==> src/rtl/data_xlate.sv <==
module data_xlate #(
  parameter int VA_W  = 64,
  parameter int PPN_W = 32,
  parameter int PG_SH = 13
) (
  input  logic              clk,
  input  logic              rst_n,
  input  logic              req_i,
  input  logic [VA_W-1:0]   va_i,
  input  logic [1:0]        size_i,
  input  logic              wr_i,
  input  logic              pte_i,
  input  logic              alt_i,
  input  logic              priv_i,
  input  logic [1:0]        cur_mode_i,
  input  logic [1:0]        alt_mode_i,
  input  logic              hit_i,
  input  logic [PPN_W-1:0]  ppn_i,
  input  logic [3:0]        rd_en_i,
  input  logic [3:0]        wr_en_i,
  input  logic              fonr_i,
  input  logic              fonw_i,
  output logic              vld_o,
  output logic [2:0]        fault_o,
  output logic [5:0]        stat_o,
  output logic [43:0]       pa_o,
  output logic              uncached_o
);
  localparam int PA_W   = 44;
  localparam int FULL_W = PPN_W + PG_SH;

  localparam logic [2:0] F_NONE = 3'd0, F_ALIGN = 3'd1, F_PAGE = 3'd2, F_ACV = 3'd3,
                         F_PTEM = 3'd4, F_MISS = 3'd5, F_MCHK = 3'd6;
  localparam int S_WR = 0, S_ACV = 1, S_FONR = 2, S_FONW = 3, S_BADVA = 4, S_MISS = 5;

  logic [1:0]        eff_mode;
  logic [3:0]        smask;
  logic              misal, va_ok, spage, mchk, uc;
  logic [FULL_W-1:0] tlb_full;
  logic [PA_W-1:0]   raw_pa, fin_pa;
  logic [2:0]        f_d;
  logic [5:0]        s_d;

  assign eff_mode = (priv_i && alt_i) ? alt_mode_i : cur_mode_i;
  assign smask    = (4'd1 << size_i) - 4'd1;
  assign misal    = |(va_i[2:0] & smask[2:0]);
  assign va_ok    = (&va_i[VA_W-1:47]) | ~(|va_i[VA_W-1:47]);
  assign spage    = va_i[47:41] == 7'h7e;
  assign tlb_full = {ppn_i, va_i[PG_SH-1:0]};
  assign mchk     = |tlb_full[FULL_W-1:PA_W];
  assign raw_pa   = spage ? {{(PA_W-40){va_i[40]}}, va_i[39:0]} : tlb_full[PA_W-1:0];
  assign uc       = raw_pa[PA_W-1];
  assign fin_pa   = uc ? {1'b1, 8'b0, raw_pa[34:0]} : raw_pa;

  always_comb begin
    f_d = F_NONE;
    s_d = '0;
    if (misal) begin
      f_d = F_ALIGN; s_d[S_WR] = wr_i;
    end else if (!va_ok) begin
      f_d = F_PAGE; s_d[S_WR] = wr_i; s_d[S_ACV] = 1'b1; s_d[S_BADVA] = 1'b1;
    end else if (spage) begin
      if (cur_mode_i != 2'd0) begin
        f_d = F_ACV; s_d[S_WR] = wr_i; s_d[S_ACV] = 1'b1;
      end
    end else if (!hit_i) begin
      f_d = pte_i ? F_PTEM : F_MISS; s_d[S_WR] = wr_i; s_d[S_MISS] = 1'b1;
    end else if (wr_i && !wr_en_i[eff_mode]) begin
      f_d = F_ACV; s_d[S_WR] = 1'b1; s_d[S_ACV] = 1'b1; s_d[S_FONW] = fonw_i;
    end else if (wr_i && fonw_i) begin
      f_d = F_PAGE; s_d[S_WR] = 1'b1; s_d[S_FONW] = 1'b1;
    end else if (!wr_i && !rd_en_i[eff_mode]) begin
      f_d = F_ACV; s_d[S_ACV] = 1'b1; s_d[S_FONR] = fonr_i;
    end else if (!wr_i && fonr_i) begin
      f_d = F_PAGE; s_d[S_FONR] = 1'b1;
    end else if (mchk) begin
      f_d = F_MCHK;
    end
  end

  always_ff @(posedge clk) begin
    if (!rst_n) begin
      vld_o <= 1'b0; fault_o <= F_NONE; stat_o <= '0; pa_o <= '0; uncached_o <= 1'b0;
    end else begin
      vld_o      <= req_i;
      fault_o    <= req_i ? f_d : F_NONE;
      stat_o     <= req_i ? s_d : '0;
      pa_o       <= (req_i && f_d == F_NONE) ? fin_pa : '0;
      uncached_o <= req_i && f_d == F_NONE && uc;
    end
  end

  p_valid_follows_r1: assert property (@(posedge clk) disable iff (!rst_n)
    $past(rst_n) |-> vld_o == $past(req_i));
  p_idle_quiet_r1: assert property (@(posedge clk) disable iff (!rst_n)
    !vld_o |-> (fault_o == F_NONE && stat_o == '0 && pa_o == '0 && !uncached_o));
  p_fault_no_pa_r1: assert property (@(posedge clk) disable iff (!rst_n)
    fault_o != F_NONE |-> (pa_o == '0 && !uncached_o));
  p_align_only_wr_r2: assert property (@(posedge clk) disable iff (!rst_n)
    fault_o == F_ALIGN |-> stat_o[5:1] == '0);
  p_badva_acv_r4: assert property (@(posedge clk) disable iff (!rst_n)
    stat_o[S_BADVA] |-> (fault_o == F_PAGE && stat_o[S_ACV]));
  p_miss_stat_r7: assert property (@(posedge clk) disable iff (!rst_n)
    (fault_o == F_MISS || fault_o == F_PTEM) |-> (stat_o[S_MISS] && $countones(stat_o[4:1]) == 0));
  p_fonw_store_r8: assert property (@(posedge clk) disable iff (!rst_n)
    stat_o[S_FONW] |-> stat_o[S_WR]);
  p_mchk_clean_r10: assert property (@(posedge clk) disable iff (!rst_n)
    fault_o == F_MCHK |-> stat_o == '0);
  p_uc_cleared_r11: assert property (@(posedge clk) disable iff (!rst_n)
    uncached_o |-> (pa_o[43] && pa_o[42:35] == '0));
  p_one_source_r12: assert property (@(posedge clk) disable iff (!rst_n)
    (fault_o == F_NONE) |-> stat_o == '0);
endmodule

==> config.mk <==
export PLATFORM = sky130hd
export DESIGN_NAME = data_xlate
export DESIGN_NICKNAME = d
export VERILOG_FILES = /design/src/rtl/data_xlate.sv
export SDC_FILE = /design/constraint.sdc
export NUM_CORES = 1
export LEC_CHECK = 0
export BUFFER_PORTS_ARGS = -buffer_cell sky130_fd_sc_hd__buf_4
export CAP_MARGIN = 40
export CORE_AREA = 2 2 87 89
export DETAILED_ROUTE_END_ITERATION = 8
export DIE_AREA = 0 0 89 91
export GPL_TIMING_DRIVEN = 1
export HOLD_SLACK_MARGIN = 0.08
export PLACE_DENSITY_LB_ADDON = 0.05
export SLEW_MARGIN = 40
export SYNTH_ARGS = -nofsm -noshare
export SYNTH_HDL_FRONTEND = slang
export SYNTH_SLANG_ARGS = --single-unit
==> constraint.sdc <==
create_clock -name clk -period 1.85 [get_ports clk]
set_input_delay 0.0925 -clock clk [delete_from_list [all_inputs] [get_ports clk]]
set_output_delay 0.0925 -clock clk [all_outputs]
set_load 0.02 [all_outputs]
== Word-level counts from Yosys, hierarchy flattened ==
Index checks and enable logic that the tools add are counted.
Word-level totals
  flip-flop bits (word level): 55
  input bits: 120
  output and inout port bits: 55
  word-level logic and storage cells: 82
Cells by class
  add/sub/neg operators: 1
  $lt $le $gt $ge: 1
  equality and inequality tests: 1
  shifts and indexed selects: 1
  multiplexer cells: 38
  bitwise operators: 8
  reduce and logical (&&, ||, !) cells: 22
Operators by type and width (count)
  $mux 44: 2
  $mux 3: 9
  $mux 2: 12
  $reduce_and 17->1: 1
  $reduce_or 17->1: 1
  $mux 1: 13
  $reduce_or 9->1: 1
  $reduce_or 8->1: 1
  $eq 7x7->1 const B: 1
  $logic_and 1x1->1: 7
  $reduce_or 7->1: 1
  $not 1->1: 6
  $reduce_or 3->1: 2
  $reduce_or 5->1: 1
  $bmux 1 s2: 2
  $reduce_and 2->1: 2
  $and 3x3->3: 1
  $logic_not 1->1: 3
  $logic_not 3->1: 1
  $lt 2x3->1 const B: 1
  $shl 1x2->3 const A: 1
  $sub 3x1->3 const B: 1
  $reduce_bool 2->1: 1
  $or 1x1->1: 1

== Depth between registers and ports, before layout ==
  depth after elaboration: 18
  depth in mapped cells: 9
  gate-level depth less buffers: 7

== Least setup slack after synthesis ==
No wires, ideal clock.
  path type: input -> register
  from: input va_i[63]
  to: register pa_o[28]
  library setup time: 0.103 ns
  arrival time: 1.735 ns
  data required time: 1.747 ns
  path slack: 0.012 ns
  stages: 8
  buffers on the path: 1
  path through: nand4_1 or4_1 o22ai_2 nand2_1 a21oi_1 a21oi_4 buf_6 a2111oi_4
On the way
  cells in the longest elaborated chain, start to end: 8
  elaborated cells between the ends (all ways): 9
  classes of those cells: 2 x mux; 2 x bitwise; 5 x reduce/logical
Ends and longest elaborated chain
  start, declared: line 9  | input logic [VA_W-1:0] va_i,
  $reduce_or 17->1: line 47  | assign va_ok = (&va_i[VA_W-1:47]) | ~(|va_i[VA_W-1:47]);
  $not 1->1: line 47
  $or 1x1->1 *: line 47
  $mux 3 *: line 60  | end else if (!va_ok) begin
  $mux 3 *: line 58  | if (misal) begin
  $logic_not 3->1 *: line 88  | pa_o <= (req_i && f_d == F_NONE) ? fin_pa : '0;
  $logic_and 1x1->1 *: line 88
  $reduce_and 2->1 (no line) *
  end signal, assigned: line 88
  end, declared: line 26  | output logic [43:0] pa_o,
Every way passes the cells marked *; elsewhere a longest branch is shown, timed or not.
A chain may end at the register's enable or synchronous reset.

== Worst setup path after layout ==
  from: input wr_i
  to: register pa_o[17]
On the way
  cells in the longest elaborated chain, start to end: 13
  elaborated cells between the ends (all ways): 16
  classes of those cells: 8 x mux; 8 x reduce/logical
Ends and longest elaborated chain
  start, declared: line 11  | input logic wr_i,
  $logic_not 1->1: line 72, 74
  $logic_and 1x1->1: line 74  | end else if (!wr_i && fonr_i) begin
  $mux 3: line 74
  $mux 3: line 72  | end else if (!wr_i && !rd_en_i[eff_mode]) begin
  $mux 3: line 70  | end else if (wr_i && fonw_i) begin
  $mux 3 *: line 68  | end else if (wr_i && !wr_en_i[eff_mode]) begin
  $mux 3 *: line 66  | end else if (!hit_i) begin
  $mux 3 *: line 62  | end else if (spage) begin
  $mux 3 *: line 60
  $mux 3 *: line 58
  $logic_not 3->1 *: line 88
  $logic_and 1x1->1 *: line 88
  $reduce_and 2->1 (no line) *
Marked as above.

==> results.json <==
{
  "status": "finished clean",
  "min_period_ns": 1.764,
  "hold_violations": 0,
  "critical_path_peak_fanout": 19,
  "drc": 0,
  "viasPerCell": 4.813,
  "max_freq_mhz": 566.9,
  "grt_setup_unrepaired": "false",
  "synth-simple-area-share_pct": 24.60,
  "power.switching_uw": 571.5,
  "crit_end": "pa_o[17]",
  "leakage_uw": 0.001942,
  "dp_hpwl_um": 5904,
  "yosysSeqAreaShare_pct": 41.16,
  "async_flop_share_pct": 0,
  "drv_slew": 0,
  "place_ws_ns": -0.2384,
  "via_count": 2830,
  "seq_area_um2": 1101,
  "area_growth_pct": 74.65,
  "synthXorXnorAreaFrac_pct": 0,
  "seqPwrFrac_pct": 51.7,
  "layout_setup_ws_ns": 0.08607,
  "min_period_over_period_pct": 95.35,
  "synthCells": 273,
  "clock-sinks": 55,
  "drt-initial-drc-count": 90,
  "synth_cell_types": 45,
  "crit_start": "wr_i",
  "p_int_uw": 1730,
  "worst_path_largest_cell_delay_ns": 0.57,
  "multi_input_area_um2": 1470,
  "arrival_ns": 1.96,
  "synth_top_area_share_pct": 41.16,
  "initial_utilization_pct": 37.48,
  "worst_pin_slew_ns": 0.4402,
  "fin_util_pct": 65.46,
  "nets": 608,
  "yosysWarnings": 0,
  "fp.dieW_um": 89,
  "routedWlPerCell_um": 14.11,
  "synth_top_cell_by_area": "dfxtp_1",
  "synth_edf_count": 0,
  "synth_compound_area_share_pct": 27.36,
  "root_buffer": "clkbuf_8",
  "cts_made_buffers": 5,
  "cp_data_required_time_ns": 2.05,
  "cts_max_path_buffers": 2,
  "antenna_cells": 0,
  "layout_common_cells": "buf_4 (189), nand2_1 (65), dfxtp_1 (55)",
  "netlist_top_cells_area": "dfxtp_1 (41%), a2111oi_4 (15%), nand2_1 (9.3%)",
  "antenna_found_initial": 0,
  "dr.pass1.iters": 4,
  "comb_power_share_pct": 19.6,
  "fillCellCount": 627,
  "powerDensity_nw_per_um2": 492.6,
  "cts_tree": "yes",
  "first_global_vias": 2792,
  "clk_pin_slew_ns": 0.10,
  "io_pins": 175,
  "worstSetupStartpointType": "input pin",
  "setup_viol": 0,
  "synth_nets": 393,
  "die_area_um2": 8099,
  "cp_cell_sequence": "buf_4 > dlygate4sd3_1 > nand2_1 > o21ai_1 > a211oi_4 > a21oi_4 > buf_12 > a2111oi_1",
  "place.gp.congestion": 0.7391,
  "maxCapViolCount": 0,
  "fin_setup_tns_ns": 0,
  "synth_mux_area_share_pct": 1.543,
  "peakVddDrop_uv": 273.2,
  "synth_area_um2": 2675,
  "avgSynthCellArea_um2": 9.799,
  "synth-seq-cells": 55,
  "grt_max_degree": 35,
  "ant_nets": 0,
  "io_buffers": 174,
  "crit_path_end_kind": "flop",
  "crit_type": "in -> reg",
  "finalWirelength_um": 8298,
  "grt_pass1_wl_um": 12940,
  "rows": 31,
  "synth_top_flop_cell": "dfxtp_1",
  "synth_top_family_by_area": "compound AO/OA/AOI/OAI gates",
  "hp-class": "in -> reg",
  "grt_overflow": 0,
  "clkPwrFrac_pct": 28.7,
  "postCtsSetupBuffers": 0,
  "switching_share_pct": 24.84,
  "relSlewSlack_pct": 70.34,
  "drive_gt1_share_pct": 48.67,
  "synthAdderAreaFrac_pct": 0,
  "final_common_cell": "buf_4",
  "cts_max_level": 2,
  "die_h_um": 91,
  "slowest_stage": "dlygate4sd3_1",
  "grt_usage_pct": 20.04,
  "core_um2": 7137
}
stage by stage:
stage	cell area, um^2	cells	hold slack (ns)	power [uW]
after floorplan	2675	273	0.2108	1353
after global placement	4205	545	0.3273	1603
after detailed placement	4205	545	0.3298	1605
after CTS	4644	588	0.08043	2326
after global routing	4672	588	0.08721	2410
final	4672	588	0.09069	2301
worst max-delay path, delay by kind of cell:
kind	cells	cell delay, ns
buf+inv	3	0.90
compound gates	4	0.88
simple gates	1	0.08
worst min-delay path by stage:
stage | start | endpoint | slack, ns | cells after the start
6_report | va_i[25] | pa_o[25] | 0.09 | 3
5_1_grt | va_i[34] | pa_o[34] | 0.09 | 3
4_1_cts | va_i[25] | pa_o[25] | 0.08 | 3
3_5_place_dp | hit_i | stat_o[5] | 0.33 | 2
3_3_place_gp | va_i[5] | pa_o[5] | 0.33 | 3
2_1_floorplan | va_i[0] | pa_o[0] | 0.21 | 2
cells by family (layout without fill, tap and decap cells):
kind of cell           Yosys count  after routing
and+or+nand+nor                133            133
AOI/OAI and AO/OA               55             55
DFF                             55             55
buffers and inverters           26            242
muxes                            4              4
synthesized netlist by cell type, drive strengths merged (2+ instances only):
library cell / n
clkbuf: 11
a21boi: 2
o21ai: 8
buf: 10
nor3b: 5
nor3: 20
and3: 3
nor4: 10
and2: 2
nand4: 4
mux2i: 3
nand2: 66
inv: 5
dfxtp: 55
nand3: 4
nor2: 11
a21oi: 5
a31oi: 8
a2111oi: 24
nand2b: 2
o22ai: 2
final cells by class:
cell class	instances	share of cell area (%)
Clock inverter	3	0.4285
Sequential cell	55	23.57
Inverter	5	0.4017
Multi-Input combinational cell	192	31.47
Tap cell	99	2.651
Clock buffer	5	1.473
Timing Repair Buffer	229	40.01
timing repair:
action | 4_1_cts | 5_1_grt
endpoints found under the setup margin | 0 | 46
gates resized for setup | 0 | 13
hold endpoints to repair | 26 | 0
hold buffers | 35 | 0
power by group through the flow:
stage / Clock [uW] / Combinational, uW / Sequential [uW]
after floorplan: 0 / 127 / 1230
after global placement: 0 / 385 / 1220
after detailed placement: 0 / 387 / 1220
after CTS: 687 / 447 / 1190
after global routing: 729 / 489 / 1190
final: 660 / 450 / 1190
per-layer routing:
layer | share of wire, % | vias to the layer above | GRT usage (%)
met5 | 0 | - | 0
met1 | 39 | 1283 | 22.47
li1 | - | 1416 | -
met4 | 0.75 | 0 | 4.104
met2 | 53 | 125 | 37.87
met3 | 8.1 | 6 | 4.273
state kept, by name (all words and copies together), names as in the netlist:
signal      flops
uncached_o      1
stat_o          6
pa_o           44
fault_o         3
vld_o           1
Note: power is estimated with default switching activity, not from simulation.
